===== config.mk =====
export PLATFORM = sky130hd
export DESIGN_NAME = codec_init_seq
export DESIGN_NICKNAME = d
export VERILOG_FILES = /design/src/rtl/codec_init_pkg.sv /design/src/rtl/codec_en_tracker.sv /design/src/rtl/codec_warm_timer.sv /design/src/rtl/codec_sample_gate.sv /design/src/rtl/codec_init_seq.sv
export SDC_FILE = /design/constraint.sdc
export NUM_CORES = 1
export LEC_CHECK = 0
export BUFFER_PORTS_ARGS = -buffer_cell sky130_fd_sc_hd__buf_4
export CORE_ASPECT_RATIO = 0.75
export CORE_MARGIN = 10
export CORE_UTILIZATION = 39
export CTS_CLUSTER_DIAMETER = 50
export DETAILED_ROUTE_END_ITERATION = 12
export PLACE_DENSITY = 0.84
export SYNTH_ARGS = -nofsm -noshare
export SYNTH_HDL_FRONTEND = slang
export SYNTH_SLANG_ARGS = --single-unit

===== constraint.sdc =====
create_clock -name clk -period 2.09 [get_ports clk]
set_clock_uncertainty 0.15 [all_clocks]
set_input_delay 0 -clock clk [delete_from_list [all_inputs] [get_ports clk]]
set_output_delay 0 -clock clk [all_outputs]
set_load 0.05 [all_outputs]

===== src/rtl/codec_init_pkg.sv =====
package codec_init_pkg;

    typedef enum logic {
        PATH_IDLE = 1'b0,
        PATH_WARM = 1'b1
    } path_state_t;

    typedef struct packed {
        logic adc_l;
        logic adc_r;
        logic dac;
    } pwr_en_t;

    function automatic logic went_high(input logic was, input logic now_v);
        return now_v & ~was;
    endfunction

endpackage


===== src/rtl/codec_en_tracker.sv =====
module codec_en_tracker
    import codec_init_pkg::*;
(
    input  logic    clk,
    input  logic    rst_n,
    input  pwr_en_t en,
    output logic    adc_start,
    output logic    dac_start
);
    pwr_en_t en_q;

    always_ff @(posedge clk) begin
        if (!rst_n) en_q <= '0;
        else        en_q <= en;
    end

    always_comb begin
        adc_start = (went_high(en_q.adc_l, en.adc_l) | went_high(en_q.adc_r, en.adc_r))
                    & ~en.dac;
        dac_start = went_high(en_q.dac, en.dac) & ~en.adc_l & ~en.adc_r;
    end
endmodule


===== src/rtl/codec_warm_timer.sv =====
module codec_warm_timer
    import codec_init_pkg::*;
#(
    parameter int INIT_TICKS = 1059
) (
    input  logic clk,
    input  logic rst_n,
    input  logic tick,
    input  logic start,
    input  logic keep,
    output logic busy
);
    localparam int CW = $clog2(INIT_TICKS + 1);
    localparam logic [CW-1:0] LAST = CW'(INIT_TICKS - 1);

    path_state_t    state;
    logic [CW-1:0]  cnt;

    always_ff @(posedge clk) begin
        if (!rst_n) begin
            state <= PATH_IDLE;
            cnt   <= '0;
        end else if (start) begin
            state <= PATH_WARM;
            cnt   <= '0;
        end else if (state == PATH_WARM && !keep) begin
            state <= PATH_IDLE;
            cnt   <= '0;
        end else if (state == PATH_WARM && tick) begin
            if (cnt == LAST) begin
                state <= PATH_IDLE;
                cnt   <= '0;
            end else begin
                cnt <= cnt + 1'b1;
            end
        end
    end

    assign busy = (state == PATH_WARM);
endmodule


===== src/rtl/codec_sample_gate.sv =====
module codec_sample_gate #(
    parameter int SAMPLE_W = 16
) (
    input  logic                hold,
    input  logic [SAMPLE_W-1:0] in_l,
    input  logic [SAMPLE_W-1:0] in_r,
    output logic [SAMPLE_W-1:0] out_l,
    output logic [SAMPLE_W-1:0] out_r
);
    always_comb begin
        out_l = hold ? '0 : in_l;
        out_r = hold ? '0 : in_r;
    end
endmodule


===== src/rtl/codec_init_seq.sv =====
module codec_init_seq
    import codec_init_pkg::*;
#(
    parameter int SAMPLE_W   = 16,
    parameter int INIT_TICKS = 1059
) (
    input  logic                clk,
    input  logic                pwr_down_n,
    input  logic                fs_tick,
    input  logic                en_adc_l,
    input  logic                en_adc_r,
    input  logic                en_dac,
    input  logic [SAMPLE_W-1:0] adc_in_l,
    input  logic [SAMPLE_W-1:0] adc_in_r,
    input  logic [SAMPLE_W-1:0] dac_in_l,
    input  logic [SAMPLE_W-1:0] dac_in_r,
    output logic [SAMPLE_W-1:0] adc_out_l,
    output logic [SAMPLE_W-1:0] adc_out_r,
    output logic [SAMPLE_W-1:0] dac_out_l,
    output logic [SAMPLE_W-1:0] dac_out_r,
    output logic                adc_busy,
    output logic                dac_busy
);
    pwr_en_t en;
    logic    adc_start, dac_start;
    logic    adc_keep, dac_keep;

    assign en       = '{adc_l: en_adc_l, adc_r: en_adc_r, dac: en_dac};
    assign adc_keep = en_adc_l | en_adc_r;
    assign dac_keep = en_dac;

    codec_en_tracker u_track (
        .clk       (clk),
        .rst_n     (pwr_down_n),
        .en        (en),
        .adc_start (adc_start),
        .dac_start (dac_start)
    );

    codec_warm_timer #(.INIT_TICKS(INIT_TICKS)) u_adc_tmr (
        .clk   (clk),
        .rst_n (pwr_down_n),
        .tick  (fs_tick),
        .start (adc_start),
        .keep  (adc_keep),
        .busy  (adc_busy)
    );

    codec_warm_timer #(.INIT_TICKS(INIT_TICKS)) u_dac_tmr (
        .clk   (clk),
        .rst_n (pwr_down_n),
        .tick  (fs_tick),
        .start (dac_start),
        .keep  (dac_keep),
        .busy  (dac_busy)
    );

    codec_sample_gate #(.SAMPLE_W(SAMPLE_W)) u_adc_gate (
        .hold  (adc_busy),
        .in_l  (adc_in_l),
        .in_r  (adc_in_r),
        .out_l (adc_out_l),
        .out_r (adc_out_r)
    );

    codec_sample_gate #(.SAMPLE_W(SAMPLE_W)) u_dac_gate (
        .hold  (dac_busy),
        .in_l  (dac_in_l),
        .in_r  (dac_in_r),
        .out_l (dac_out_l),
        .out_r (dac_out_r)
    );
endmodule


# --- Word level (Yosys, flattened, before mapping) ---
# Index checks and enable logic that the tools add are counted.
# Widths: inputs -> output; s select.
totals:
  regBits: 27
  latchBits: 0
  mem_bits_rw: 0
  romBits: 0
  inputBits: 70
  out_inout_bits: 66
  wordCells: 54
  n_memories: 0
classes:
  add_sub_neg: 2
  multipliers: 0
  div_mod_pow: 0
  magnitude_cmp: 0
  n_eq_ne: 2
  n_shift: 0
  n_mux: 14
  n_bitwise: 15
  reduce_logical: 14
ops:
  columns: ["cell", "count"]
  rows:
  - ["$mux 16", 4]
  - ["$add 11x1->11 const B", 2]
  - ["$eq 11x11->1 const B", 2]
  - ["$mux 11", 2]
  - ["$reduce_bool 3->1", 4]
  - ["$mux 1", 8]
  - ["$not 1->1", 7]
  - ["$and 1x1->1", 6]
  - ["$reduce_or 3->1", 2]
  - ["$logic_and 1x1->1", 4]
  - ["$reduce_and 2->1", 2]
  - ["$logic_not 1->1", 2]
  - ["$or 1x1->1", 2]

# --- Logic depth before layout (Yosys ltp) ---
logic_depth:
  ltp_word: 6
  depth_mapped: 7
  mapped_depth_nobuf: 6

# --- Modules after synthesis ---
# A second synthesis with hierarchy kept.
unflattened:
  cells_unflattened: 217
  area_unflattened_um2: 1856.8
by_module_without_submodules:
  columns: ["module", "n_inst", "cells_each", "area_per_inst_um2", "seq_area_each_um2"]
  rows:
  - ["codec_warm_timer", 2, 68, 646.9, 240.2]
  - ["codec_sample_gate", 2, 35, 222.7, 0.0]
  - ["codec_en_tracker", 1, 10, 111.4, 60.1]
  - ["codec_init_seq", 1, 1, 6.3, 0.0]

# --- Worst setup path before layout ---
# No wires, ideal clock.
synth_path:
  kind: "register -> output"
  startpoint: "register u_adc_tmr.state (netlist: u_adc_tmr.busy)"
  endpoint: "output port adc_out_l[10]"
  t_arrival_ns: 1.678
  t_required_ns: 1.940
  setup_slack_ns: 0.262
  stages_incl_launch_ff: 4
  path_cell_list: "dfxtp_1 clkbuf_1 clkbuf_1 nor2b_1"
synth_via:
  elab_chain_cells: 1
synth_lines:
  columns: ["element", "line_no", "source"]
  rows:
  - ["start, declared", "codec_warm_timer.sv:16", "path_state_t state;"]
  - ["start signal, assigned", "codec_warm_timer.sv:21", "state <= PATH_IDLE;"]
  - ["start signal, assigned", "codec_warm_timer.sv:24", "state <= PATH_WARM;"]
  - ["start signal, assigned", "codec_warm_timer.sv:27", "state <= PATH_IDLE;"]
  - ["$mux 16", "codec_sample_gate.sv:11", "out_l = hold ? '0 : in_l;"]
  - ["end, declared", "codec_init_seq.sv:17", "output logic [SAMPLE_W-1:0] adc_out_l,"]
# No other way between the ends.

# --- Worst setup path in the final report ---
layout_path:
  startpoint: "register u_adc_tmr.cnt[3]"
  endpoint: "register u_adc_tmr.state (netlist: u_adc_tmr.busy)"
layout_via:
  elab_chain_cells: 3
layout_lines:
  columns: ["element", "line_no", "source"]
  rows:
  - ["start, declared", "codec_warm_timer.sv:17", "logic [CW-1:0] cnt;"]
  - ["start signal, assigned", "codec_warm_timer.sv:34", "cnt <= cnt + 1'b1;"]
  - ["$eq 11x11->1", "codec_warm_timer.sv:30", "if (cnt == LAST) begin"]
  - ["$reduce_bool 3->1 (no line)", null, null]
  - ["$reduce_and 2->1 (no line)", null, null]
  - ["end signal, assigned", "codec_warm_timer.sv:24", null]
  - ["end signal, assigned", "codec_warm_timer.sv:27", null]
  - ["end signal, assigned", "codec_warm_timer.sv:31", "state <= PATH_IDLE;"]
# No other way between the ends.
# A chain may end at the register's enable or synchronous reset.

==> flow_summary.ini <==
[placed_design]
dpl.hpwl_um = 5700
placed_area_sq_mm = 0.00274
post-place-ws_ps = 284
place_congestion = 0.810
dpl.cell_count = 394
portBuffers = 135

[power_and_ir_drop]
combPwrFrac_pct = 46.0
p_clk_share_pct = 19.6
p_sw_uw = 626
ir_drop_uv = 342
power_frac_seq_pct = 34.4
cellInternalPower_uw = 910
power.density_mw_per_mm2 = 537
power.total_mw = 1.54
switching_share_pct = 40.8
p_leak_nw = 1.31

[timing]
drv_slew = 0
maxSlewHeadroom_pct = 75.9
fin_ws_ps = 91.0
max_freq_mhz = 500
finalSetupViolCount = 0
period_share_pct = 95.6
min_period_ps = 2000
setup_tns_ps = 0
rsz0062_at_grt = no
whs_ps = 233
worst_slew_pin_slew_ps = 356
finalHoldViolCount = 0

[clock_network]
htree_levels = 1
clock-sinks = 27
ctsRootBufferMaster = clkbuf_8
cts_tree = yes
clk_path_buf_depth = 2
cts_made_buffers = 3
clk_pin_slew_ps = 90
clock_latency_ps = 280
cts_setup_buffers = 0

[outcome]
status = complete, no violations

[floorplanning]
fp.coreArea_sq_mm = 0.00413
die_x_um = 96.1
ios = 136
die-area_sq_mm = 0.00741
rows = 20
die_h_um = 77.1
initial_utilization_pct = 41.0

[worst_setup_path]
start_kind = register
path_max_fanout = 7
path_class = reg -> reg
cp-end-kind = register
worstPathArrival_ps = 2020
critPathRequiredTime_ps = 2110

[job]
maxCapViolCount = 0

[final_layout]
fin_util_pct = 69.4
fin_area_sq_mm = 0.00286
syn_to_final_growth_pct = 69.1
diodes = 0
fillers = 322
final_common_cell = buf_4
nets = 425
instances_no_fill = 405
final_cell_mix = buf_4 (138), nor2b_1 (65), dfxtp_1 (25)
final_layout_size_suffix_gt1_share_pct = 42.3

[grt]
grt_antenna_before_repair = 0
grt_pass1_wl_um = 10500
grt_overflow = 0
grt_usage_pct = 17.8
grt_max_degree = 39
grt_pass1_vias = 1994

[synthesis]
synth_cell_types = 30
yosys_warnings = 0
yosysSeqAreaShare_pct = 31.9
syn-num-nets = 288
syn_inst = 214
mappedNetlistArea_sq_mm = 0.00169
ys_seq_elements = 27
synth_area_per_cell_sq_um = 7.92

[detailed_routing]
antenna_left = 0
drt_wl_total_um = 6810
drc = 0
first_iter_violations = 96
num_vias = 1936
vias_per_cell = 4.78
drt-wirelength-per-cell_um = 16.8
drt_first_pass_iters = 4

[hold_path]
hp-class = in -> out
==> kinds of logic after synthesis <==
family                   share of synthesized area (%)
AO/OA/AOI/OAI                                     3.55
XOR/XNOR                                          10.3
adder cells (fa/ha/maj)                           2.95
buffers and inverters                             4.43
flip-flops                                        31.9
AND/OR/NAND/NOR                                   46.8
==> final timing paths <==
check                                                     from                        endpoint  slack (ps)  cells after the start
worst max register to register   u_adc_tmr.cnt[3]$_SDFFE_PP0P_     u_adc_tmr.busy$_SDFFE_PN0P_          90                      5
worst min-delay path                               adc_in_l[0]                    adc_out_l[0]         230                      3
worst min register to register  u_adc_tmr.cnt[10]$_SDFFE_PP0P_  u_adc_tmr.cnt[10]$_SDFFE_PP0P_         390                      2
worst max-delay path             u_adc_tmr.cnt[3]$_SDFFE_PP0P_     u_adc_tmr.busy$_SDFFE_PN0P_          90                      5
==> what timing repair did <==
action / 4_1_cts / 5_1_grt
setup endpoints to repair: 0 / 1
endpoints found under the hold margin: 8 / 0
hold buffers: 7 / 0
gates resized for setup: 0 / 4
==> cells in the mapped netlist <==
master / count / area [sq um]
nor2b_1: 65 / 407
dfxtp_1: 27 / 541
nor2_1: 24 / 90.1
xnor2_1: 11 / 96.3
clkbuf_1: 9 / 33.8
nand2_1: 9 / 33.8
xor2_1: 9 / 78.8
nand4_1: 7 / 43.8
nand3_1: 6 / 30.0
nor3_1: 6 / 30.0
and2_1: 5 / 31.3
ha_1: 4 / 50.1
inv_1: 4 / 15.0
a21oi_1: 3 / 15.0
and4_1: 3 / 26.3
buf_2: 3 / 15.0
nor4b_1: 3 / 26.3
nand2b_1: 2 / 12.5
nand4b_1: 2 / 17.5
o21ai_0: 2 / 10.0
a211oi_1: 1 / 7.51
a221o_2: 1 / 11.3
a311oi_1: 1 / 8.76
and3b_1: 1 / 8.76
and4b_1: 1 / 10.0
buf_6: 1 / 11.3
nor4_1: 1 / 6.26
nor4_2: 1 / 12.5
o21a_1: 1 / 7.51
or4_1: 1 / 7.51
==> power groups by stage <==
| stage | combinational, mW | sequential, mW | clock, mW |
|---|---|---|---|
| finish | 0.707 | 0.528 | 0.301 |
| global route | 0.743 | 0.530 | 0.332 |
| CTS | 0.713 | 0.528 | 0.305 |
| detailed placement | 0.701 | 0.540 | 0 |
| global placement | 0.694 | 0.539 | 0 |
| floorplan | 0.429 | 0.545 | 0 |
==> worst max-delay path: stages, from the launching register on <==
cell and delay, ps:
dfxtp_1 390, nor4b_1 310, nand3_1 140, and3b_1 200, o21a_1 160, dlygate4sd3_1 540
==> registers in the layout, summed over array words and instances (netlist names) <==
| register | cells |
|---|---|
| u_adc_tmr.busy | 1 |
| u_track.en_q | 3 |
| u_dac_tmr.cnt | 11 |
| u_adc_tmr.cnt | 11 |
| u_dac_tmr.busy | 1 |
==> metal layers <==
metal  vias up  global-route usage, %  routed length (um)
met4         0                   3.82                  78
met2        76                   28.6                3340
met1       884                   19.8                2560
met5         -                      0                   0
li1        970                      -                   -
met3         6                   10.2                 825
==> cell type report <==
class / instances / area [sq um] / share of cell area [%]
repair buffers: 145 / 1110 / 38.6
multi-input cells: 170 / 1080 / 37.9
flip-flops and latches: 27 / 543 / 19.0
well taps: 55 / 68.8 / 2.40
clock buffers: 3 / 41.3 / 1.44
inverters: 4 / 15.0 / 0.524
clock inverters: 1 / 5.00 / 0.175
(Power assumes the default switching activity.)
